File: config.mk
export PLATFORM = sky130hd
export DESIGN_NAME = gpio_bank_irq
export DESIGN_NICKNAME = d
export VERILOG_FILES = /design/src/rtl/gpio_bank_pkg.sv /design/src/rtl/gpio_bus_decode.sv /design/src/rtl/gpio_cfg_regs.sv /design/src/rtl/gpio_sync.sv /design/src/rtl/gpio_irq_sense.sv /design/src/rtl/gpio_bank_irq.sv
export SDC_FILE = /design/constraint.sdc
export NUM_CORES = 1
export LEC_CHECK = 0
export ABC_AREA = 1
export CAP_MARGIN = 30
export CORE_MARGIN = 10
export CORE_UTILIZATION = 40
export DETAILED_ROUTE_END_ITERATION = 8
export PLACE_DENSITY = 0.73
export SLEW_MARGIN = 20
export SYNTH_ARGS = -nofsm -noshare
export SYNTH_HDL_FRONTEND = slang
export SYNTH_SLANG_ARGS = --single-unit
File: constraint.sdc
create_clock -name clk -period 1.35 [get_ports clk]
set_input_delay 0.135 -clock clk [delete_from_list [all_inputs] [get_ports clk]]
set_output_delay 0.135 -clock clk [all_outputs]
set_load 0.02 [all_outputs]
File: src/rtl/gpio_bank_pkg.sv
// Shared types for the GPIO bank: the register group codes, the access alias
// codes and the decoded bus command. The group and alias encodings fix the
// address map, so the software view depends on them.
package gpio_bank_pkg;

    typedef enum logic [2:0] {
        GRP_DOUT  = 3'd0,
        GRP_DIN   = 3'd1,
        GRP_OE    = 3'd2,
        GRP_ROUTE = 3'd3,
        GRP_EN    = 3'd4,
        GRP_LEVEL = 3'd5,
        GRP_POL   = 3'd6,
        GRP_STAT  = 3'd7
    } grp_e;

    typedef enum logic [1:0] {
        ACC_WRITE = 2'd0,
        ACC_SET   = 2'd1,
        ACC_CLEAR = 2'd2,
        ACC_NONE  = 2'd3
    } acc_e;

    typedef struct packed {
        logic wr_valid;
        logic rd_valid;
        grp_e grp;
        acc_e acc;
    } bus_cmd_t;

endpackage

File: src/rtl/gpio_bus_decode.sv
// Splits a bus access into its register group and alias kind.
// Assumes ADDR_W >= 8. Any address with a bit at position 7 or above set is
// unmapped: it never reads or writes a register.
module gpio_bus_decode
    import gpio_bank_pkg::*;
#(
    parameter int ADDR_W = 8
) (
    input  logic              bus_sel,
    input  logic              bus_wr,
    input  logic [ADDR_W-1:0] bus_addr,
    output bus_cmd_t          cmd_o
);

    localparam int GRP_LSB = 4;
    localparam int ACC_LSB = 2;

    logic mapped;

    // Purpose: an address is mapped only when every bit above the group field is zero.
    always_comb begin
        mapped = ((bus_addr >> (GRP_LSB + 3)) == '0);
        cmd_o.wr_valid = bus_sel && bus_wr && mapped;
        cmd_o.rd_valid = bus_sel && !bus_wr && mapped;
        cmd_o.grp      = grp_e'(bus_addr[GRP_LSB +: 3]);
        cmd_o.acc      = acc_e'(bus_addr[ACC_LSB +: 2]);
    end

endmodule

File: src/rtl/gpio_cfg_regs.sv
// Holds the software-written registers (output data, output enable, routing,
// enable, level-select, polarity). Each one accepts plain, set and clear
// writes. The input-data and status slots of the output array are tied to
// zero, because other blocks own them.
module gpio_cfg_regs
    import gpio_bank_pkg::*;
#(
    parameter int NPINS = 32
) (
    input  logic                  clk,
    input  logic                  rst_n,
    input  bus_cmd_t              cmd_i,
    input  logic [NPINS-1:0]      wdata_i,
    output logic [7:0][NPINS-1:0] cfg_o
);

    localparam int NGRP = 8;

    // Purpose: computes a register's next value from the alias kind.
    function automatic logic [NPINS-1:0] apply_acc(
        input logic [NPINS-1:0] old_v,
        input logic [NPINS-1:0] wr_v,
        input acc_e             acc
    );
        case (acc)
            ACC_WRITE: apply_acc = wr_v;
            ACC_SET:   apply_acc = old_v | wr_v;
            ACC_CLEAR: apply_acc = old_v & ~wr_v;
            default:   apply_acc = old_v;
        endcase
    endfunction

    for (genvar g = 0; g < NGRP; g++) begin : g_reg
        if (g == int'(GRP_DIN) || g == int'(GRP_STAT)) begin : g_none
            assign cfg_o[g] = '0;
        end else begin : g_store
            logic [NPINS-1:0] q;
            // Purpose: updates this register on a write addressed to its group.
            always_ff @(posedge clk) begin
                if (!rst_n)
                    q <= '0;
                else if (cmd_i.wr_valid && cmd_i.grp == grp_e'(g))
                    q <= apply_acc(q, wdata_i, cmd_i.acc);
            end
            assign cfg_o[g] = q;
        end
    end

endmodule

File: src/rtl/gpio_sync.sv
// Multi-flop synchronizer for the pad inputs. Assumes STAGES >= 2.
// The last stage is the synchronized level used for read-back and sensing.
module gpio_sync #(
    parameter int NPINS  = 32,
    parameter int STAGES = 2
) (
    input  logic             clk,
    input  logic             rst_n,
    input  logic [NPINS-1:0] async_i,
    output logic [NPINS-1:0] sync_o
);

    logic [STAGES-1:0][NPINS-1:0] stage_q;

    // Purpose: shifts the pad levels through the synchronizer chain.
    always_ff @(posedge clk) begin
        if (!rst_n)
            stage_q <= '0;
        else
            stage_q <= {stage_q[STAGES-2:0], async_i};
    end

    assign sync_o = stage_q[STAGES-1];

endmodule

File: src/rtl/gpio_irq_sense.sv
// Per-pin event detection and the sticky status register.
// Assumes pin_s_i is already synchronous. The trigger code is
// {pol, level}: 0 falling, 1 low, 2 rising, 3 high. A hardware set wins
// over a software clear in the same cycle.
module gpio_irq_sense #(
    parameter int NPINS = 32
) (
    input  logic             clk,
    input  logic             rst_n,
    input  logic [NPINS-1:0] pin_s_i,
    input  logic [NPINS-1:0] route_i,
    input  logic [NPINS-1:0] level_i,
    input  logic [NPINS-1:0] pol_i,
    input  logic             clr_en_i,
    input  logic [NPINS-1:0] clr_mask_i,
    output logic [NPINS-1:0] status_o
);

    logic [NPINS-1:0] prev_q;
    logic [NPINS-1:0] hit;
    logic [NPINS-1:0] status_q;
    logic [NPINS-1:0] clr_bits;

    // Purpose: keeps the previous synchronized level for edge comparison.
    always_ff @(posedge clk) begin
        if (!rst_n)
            prev_q <= '0;
        else
            prev_q <= pin_s_i;
    end

    for (genvar p = 0; p < NPINS; p++) begin : g_pin
        logic active_lvl;
        logic active_edge;
        assign active_lvl  = pol_i[p] ? pin_s_i[p] : ~pin_s_i[p];
        assign active_edge = pol_i[p] ? (pin_s_i[p] & ~prev_q[p])
                                      : (~pin_s_i[p] & prev_q[p]);
        assign hit[p] = route_i[p] & (level_i[p] ? active_lvl : active_edge);
    end

    assign clr_bits = clr_en_i ? clr_mask_i : '0;

    // Purpose: sticky status; clear first, then OR in new events so a set wins.
    always_ff @(posedge clk) begin
        if (!rst_n)
            status_q <= '0;
        else
            status_q <= (status_q & ~clr_bits) | hit;
    end

    assign status_o = status_q;

endmodule

File: src/rtl/gpio_bank_irq.sv
// Top of the GPIO bank: decodes the bus, holds configuration, synchronizes
// the pads, senses events and drives the interrupt lines.
// Assumes NPINS is even when UPPER_IRQ is 1. Reads are combinational in the
// access cycle.
module gpio_bank_irq
    import gpio_bank_pkg::*;
#(
    parameter int NPINS     = 32,
    parameter int ADDR_W    = 8,
    parameter int SYNC_STG  = 2,
    parameter bit UPPER_IRQ = 1'b1
) (
    input  logic              clk,
    input  logic              rst_n,
    input  logic              bus_sel,
    input  logic              bus_wr,
    input  logic [ADDR_W-1:0] bus_addr,
    input  logic [NPINS-1:0]  bus_wdata,
    output logic [NPINS-1:0]  bus_rdata,
    input  logic [NPINS-1:0]  pad_in,
    output logic [NPINS-1:0]  pad_out,
    output logic [NPINS-1:0]  pad_oe,
    output logic              irq_main,
    output logic              irq_upper
);

    localparam int HALF = NPINS / 2;

    bus_cmd_t               cmd;
    logic [7:0][NPINS-1:0]  cfg;
    logic [NPINS-1:0]       pin_s;
    logic [NPINS-1:0]       status_q;
    logic [NPINS-1:0]       route_q;
    logic [NPINS-1:0]       en_q;
    logic [NPINS-1:0]       pend;
    logic                   stat_clr;

    gpio_bus_decode #(.ADDR_W(ADDR_W)) u_dec (
        .bus_sel  (bus_sel),
        .bus_wr   (bus_wr),
        .bus_addr (bus_addr),
        .cmd_o    (cmd)
    );

    gpio_cfg_regs #(.NPINS(NPINS)) u_cfg (
        .clk     (clk),
        .rst_n   (rst_n),
        .cmd_i   (cmd),
        .wdata_i (bus_wdata),
        .cfg_o   (cfg)
    );

    gpio_sync #(.NPINS(NPINS), .STAGES(SYNC_STG)) u_sync (
        .clk     (clk),
        .rst_n   (rst_n),
        .async_i (pad_in),
        .sync_o  (pin_s)
    );

    assign route_q  = cfg[GRP_ROUTE];
    assign en_q     = cfg[GRP_EN];
    assign stat_clr = cmd.wr_valid && cmd.grp == GRP_STAT && cmd.acc == ACC_CLEAR;

    gpio_irq_sense #(.NPINS(NPINS)) u_sense (
        .clk        (clk),
        .rst_n      (rst_n),
        .pin_s_i    (pin_s),
        .route_i    (route_q),
        .level_i    (cfg[GRP_LEVEL]),
        .pol_i      (cfg[GRP_POL]),
        .clr_en_i   (stat_clr),
        .clr_mask_i (bus_wdata),
        .status_o   (status_q)
    );

    // Purpose: selects the read-back source for the addressed group.
    always_comb begin
        bus_rdata = '0;
        if (cmd.rd_valid) begin
            case (cmd.grp)
                GRP_DIN:  bus_rdata = pin_s;
                GRP_STAT: bus_rdata = status_q;
                default:  bus_rdata = cfg[cmd.grp];
            endcase
        end
    end

    assign pad_oe  = cfg[GRP_OE];
    assign pad_out = cfg[GRP_DOUT] & cfg[GRP_OE];
    assign pend    = status_q & en_q;

    if (UPPER_IRQ) begin : g_split
        assign irq_main  = |pend[HALF-1:0];
        assign irq_upper = |pend[NPINS-1:HALF];
    end else begin : g_single
        assign irq_main  = |pend;
        assign irq_upper = 1'b0;
    end

endmodule

# Word-level counts from Yosys, hierarchy flattened
# Cells that the tools add are included.
# W data, S select, Z words.
# totals
register_bits	320
latch_bits	0
ramBits	0
romBits	0
in_bits	76
output_inout_bits	98
word_cells	330
memories	0
# op_classes
addsub	0
mul	0
div	0
n_lt_le_gt_ge	1
n_eq_ne	9
shift	0
mux	107
n_bitwise	178
n_reduce_logical	25
# ops
op	n
$pmux W32 S3	6
$and A32 B32 Y32	9
$or A32 B32 Y32	7
$and A1 B1 Y1	96
$bmux W32 S3	1
$mux W1	96
$mux W32	3
$not A1 Y1	64
$not A32 Y32	2
$pmux W32 S2	1
$reduce_or A16 Y1	2
$eq A3 B3 Y1 const B	4
$logic_and A1 B1 Y1	12
$reduce_and A2 Y1	6
$logic_not A8 Y1	1
$eq A3 B2 Y1 const B	2
$lt A3 B4 Y1 const B	1
$eq A3 B1 Y1 const B	1
$logic_not A3 Y1	1
$reduce_bool A3 Y1	1
$eq A2 B1 Y1 const B	1
$eq A2 B2 Y1 const B	1
$logic_not A2 Y1	1
$logic_not A1 Y1	1

# Depth between registers and ports, before layout
# Gate-level depths: netlist of run 1.
# depth
depth_word	8
mapped_depth	10

# By module
# A second synthesis of run 1 with hierarchy kept.
# hier_totals
hier_cells	3492
hier_area_um2	19713.9
# by_module_without_submodules
mod	n_inst	cells_per_inst	area_each_um2	seq_area_each_um2
gpio_cfg_regs	1	1762	10473.8	3843.7
gpio_bank_irq	1	902	3751.1	0.0
gpio_irq_sense	1	587	3352.0	1281.2
gpio_sync	1	231	2080.7	1281.2
gpio_bus_decode	1	10	56.3	0.0

# Worst setup path after synthesis of run 1
# Ideal clock, no wire load.
# synth_path
kind	input to register
startpoint	input port bus_addr[2]
endpoint	register u_cfg.g_reg[5].g_store.q[14]
setup_ns	0.116
arrival_ns	1.301
required_time_ns	1.234
path_slack_ns	-0.067
path_stages	10
path_cell_list	inv_1 > ha_1 > buf_2 > buf_2 > clkbuf_1 > a21oi_1 > nand2_1 > nand2_1 > nor2_1 > nor2_1
# synth_between
elab_chain_cells	3
word_cells_on_any_way	6
cone_classes	eq/ne (2); mux (1); reduce/logical (3)
# synth_lines
element	line_no	source
start: declaration	gpio_bank_irq.sv:17	input logic [ADDR_W-1:0] bus_addr,
$eq A2 B2 Y1 (tied with other cells)	gpio_cfg_regs.sv:25	case (acc)
$reduce_bool A3 Y1 (no line)	--	
$reduce_and A2 Y1 (no line)	--	
end signal: assignment	gpio_cfg_regs.sv:43	q <= apply_acc(q, wdata_i, cmd_i.acc);
end: declaration	gpio_cfg_regs.sv:37	logic [NPINS-1:0] q;
# Several ways; a longest one is shown, not always the timed one.
# A chain may end at the register's enable or synchronous reset.

# Worst setup path after layout of run 1
# layout_path
startpoint	register u_cfg.g_reg[6].g_store.q[0]
endpoint	output port bus_rdata[0]
# layout_between
elab_chain_cells	4
# layout_lines
element	line_no	source
start: declaration	gpio_cfg_regs.sv:37	
start signal: assignment	gpio_cfg_regs.sv:43	
$bmux W32 S3	gpio_bank_irq.sv:83	default: bus_rdata = cfg[cmd.grp];
$mux W32 (not written as such)	gpio_bank_irq.sv:83	
$pmux W32 S2	gpio_bank_irq.sv:80	case (cmd.grp)
$mux W32	gpio_bank_irq.sv:79	if (cmd.rd_valid) begin
end: declaration	gpio_bank_irq.sv:19	output logic [NPINS-1:0] bus_rdata,
# Every way passes these cells. The select of a mux whose other input is x is not followed.

==> results_dict.tcl, run 1 <==
set metrics [dict create \
    arrival_ns 1.69 \
    row_count 77 \
    area_growth_pct 47.4 \
    hold_violations 0 \
    setup_tns_ns -11.71 \
    gp_congestion 0.948 \
    crit_fanout 2 \
    max_slew_margin 0.595 \
    cp.required_ns 1.22 \
    setup_viol 43 \
    clock.fmax_mhz 549 \
    syn_inst 3125 \
    wire_per_inst_um 17.3 \
    gr-total-overflow 0 \
    crit_path_top_delay_cell "dfxtp_2" \
    antenna_found_initial 4 \
    ys_types 28 \
    die_x_um 233 \
    dieArea_sq_um 54200 \
    vdd_drop_max_mv 0.828 \
    path_class "reg2out" \
    grt_pass1_vias 20175 \
    power_leakage_nw 14.2 \
    drtIter0Drc 2634 \
    instances_no_fill 4294 \
    fin_ws_ns -0.471 \
    firstDrtPassIters 6 \
    dp_hpwl_um 48900 \
    route.detailed.drc 0 \
    slew_violations 0 \
    cp_common_cell "nor2_2" \
    syn-cell-area_sq_um 18100 \
    post-route-min-period_ns 1.82 \
    clock_skew_ns 0.0223 \
    violations "setup timing" \
    clockBufferDepth 3 \
    avgSynthCellArea_sq_um 5.80 \
    dieHeight_um 233 \
    drt_wl_total_um 74300 \
    seq_area_sq_um 6550 \
    tightest_slew_ns 0.601 \
    endpoint_kind "primary output" \
    clock_sinks 320 \
    synth_warnings 0 \
    ys_seq_area_frac 0.353 \
    portBuffers 171 \
    core_area_sq_um 44500 \
    critPathMaxStageDelay_ns 0.33 \
    start_kind "register" \
    grt_pass1_wl_um 113000 \
    clk_root_buffer_cell "clkbuf_16" \
    fillerInstances 4042 \
    cap_violations 0 \
    multi_input_area_sq_um 10400 \
    postRouteAntennaNets 0 \
    path_cells "inv_2 -> o21ai_2 -> o21ai_1 -> nor2_1 -> nor2_2 -> nor2_2 -> buf_6" \
    finalCritPeriodShare 1.35 \
    drive_above_1_share 0.297 \
    place_inst 4187 \
    p_per_area_nw_per_um2 898 \
    via_count 22131 \
    htreeDepth 2 \
    final_nets 3763 \
    start_util 0.407 \
    ioPinCount 174 \
    cts_tree "built" \
    syn_nets 3204 \
    clk_pin_slew_ns 0.06 \
    path_buf_inv 2 \
    ys_seq_elements 320 \
    hold_class "in2reg" \
    rsz0062_at_grt "true" \
    insertion_delay_ns 0.57 \
    cts_buffers 38 \
    grt_max_degree 69 \
    crit_family "simple AND/OR/NAND/NOR gates" \
    grt_use_total 0.262 \
    via_per_inst 5.15 \
    status "finished, violations left" \
]
## cell families after synthesis
group                    Yosys count  synth area share
AND/OR/NAND/NOR                 1839             0.395
flip-flops                       320             0.353
adder cells (fa/ha/maj)            3           0.00207
buffers and inverters            477             0.113
AO/OA/AOI/OAI                    486             0.137
## metal layers
layer  wire [um]  up-vias  part of all wire  GRT usage
li1            -    10722                 -          -
met2       33000     1183              0.44      0.416
met3        7760      287              0.10     0.0594
met1       29500     9933              0.40      0.331
met5          51        -           0.00069          0
met4        4030        6             0.054      0.130
## layout make-up
cell class | instances | area share
diodes | 1 | 0.0000937
well taps | 592 | 0.0277
clock inverters | 1 | 0.000328
flip-flops and latches | 320 | 0.245
clock buffers | 56 | 0.0427
multi-input cells | 2328 | 0.388
repair buffers | 710 | 0.255
inverters | 286 | 0.0411
## where the power goes
part	leakage (nW)	switching (mW)	internal [mW]
registers	2.66	0.0994	9.63
logic	10.9	2.58	1.80
clock network	0.565	4.14	5.76
## registers in the layout, indices dropped and copies added (netlist names)
name               cells
u_sync.sync_o         32
u_sense.prev_q        32
u_cfg.g.g_store.q    192
u_sense.status_o      32
u_sync.stage_q        32
## what timing repair did
action                                  CTS  global route
endpoints found under the setup margin  321            89
pin swaps                               108           101
gates cloned                              4             0
resized for setup                       915           195
buffers inserted                         36            39
hold buffers                              1             0
hold endpoints to repair                 10             0
## cell usage after synthesis
cell type | count | area [sq um]
a21oi_1 | 140 | 701
buf_1 | 5 | 18.8
buf_2 | 67 | 335
buf_4 | 37 | 278
buf_6 | 2 | 22.5
clkbuf_1 | 74 | 278
clkbuf_2 | 6 | 30.0
clkinv_1 | 1 | 3.75
dfxtp_1 | 320 | 6410
ha_1 | 3 | 37.5
inv_1 | 275 | 1030
inv_2 | 8 | 30.0
inv_4 | 2 | 12.5
nand2_1 | 901 | 3380
nand2_2 | 3 | 18.8
nand2_4 | 3 | 33.8
nand3_1 | 94 | 470
nand3_4 | 1 | 17.5
nand3b_2 | 1 | 11.3
nand4_1 | 4 | 25.0
nor2_1 | 824 | 3090
nor3_1 | 2 | 10.0
nor3_4 | 6 | 97.6
o211ai_1 | 4 | 30.0
o21ai_0 | 297 | 1490
o21ai_1 | 34 | 170
o21ai_2 | 10 | 87.6
o22ai_1 | 1 | 6.26
## metrics by stage
stage | util | setup WS (ns) | total power, mW | area [sq um] | hold WS [ns]
2_1_floorplan | - | 0.0216 | 12.0 | 18200 | 0.233
3_3_place_gp | 0.540 | -1.11 | 13.8 | 24000 | 0.392
3_5_place_dp | 0.540 | -1.13 | 13.9 | 24000 | 0.396
4_1_cts | 0.589 | -0.494 | 23.9 | 26200 | 0.0744
5_1_grt | 0.600 | -0.539 | 24.8 | 26700 | 0.0913
6_report | 0.600 | -0.471 | 24.0 | 26700 | 0.0980
## path summary, 6_finish.rpt
kind                                     start                           end  slack [ns]  depth (start not counted)
setup reg to reg  u_cfg.g_reg[2].g_store.q[23]  u_cfg.g_reg[2].g_store.q[23]        0.13                          9
hold reg to reg             u_sync.stage_q[29]             u_sync.sync_o[29]        0.41                          2
hold / removal                      pad_in[14]            u_sync.stage_q[14]         0.1                          3
setup / recovery   u_cfg.g_reg[6].g_store.q[0]                  bus_rdata[0]       -0.47                          7
## placed cells by master, fill, tap and decap left out, types with 2 or more instances in the layout
| master | n |
|---|---|
| nor2_4 | 8 |
| nor2_2 | 48 |
| clkbuf_16 | 39 |
| dlygate4sd2_1 | 6 |
| nand3_2 | 15 |
| o21ai_1 | 75 |
| nand2_1 | 837 |
| clkdlybuf4s50_1 | 64 |
| dfxtp_1 | 202 |
| nand2_2 | 49 |
| nand2_4 | 21 |
| nor2_1 | 768 |
| nor3_4 | 6 |
| buf_12 | 56 |
| dfxtp_2 | 118 |
| nand3_4 | 4 |
| nand4_1 | 4 |
| inv_4 | 8 |
| inv_1 | 187 |
| clkbuf_1 | 7 |
| o21ai_0 | 233 |
| o21ai_2 | 33 |
| bufbuf_16 | 2 |
| a21oi_2 | 5 |
| buf_6 | 161 |
| a21oi_1 | 134 |
| nor3_2 | 2 |
| clkbuf_8 | 11 |
| nand3_1 | 76 |
| buf_4 | 384 |
| inv_2 | 89 |
| inv_6 | 2 |
| buf_2 | 32 |
| o211ai_1 | 4 |
## worst min-delay path, stage by stage
cell,delay [ns]
clkdlybuf4s50_1,0.39
nand2_1,0.06
inv_1,0.03
No activity file was read; power rests on OpenSTA's default activity.
==> run 2: changes to the inputs <==
--- a/config.mk
+++ b/config.mk
@@ -11,7 +11,6 @@
 export CORE_UTILIZATION = 40
 export DETAILED_ROUTE_END_ITERATION = 8
 export PLACE_DENSITY = 0.73
-export SLEW_MARGIN = 20
 export SYNTH_ARGS = -nofsm -noshare
 export SYNTH_HDL_FRONTEND = slang
 export SYNTH_SLANG_ARGS = --single-unit
==> results of run 2 <==
No change in the layout: final DEF, timing and power equal those of run 1.
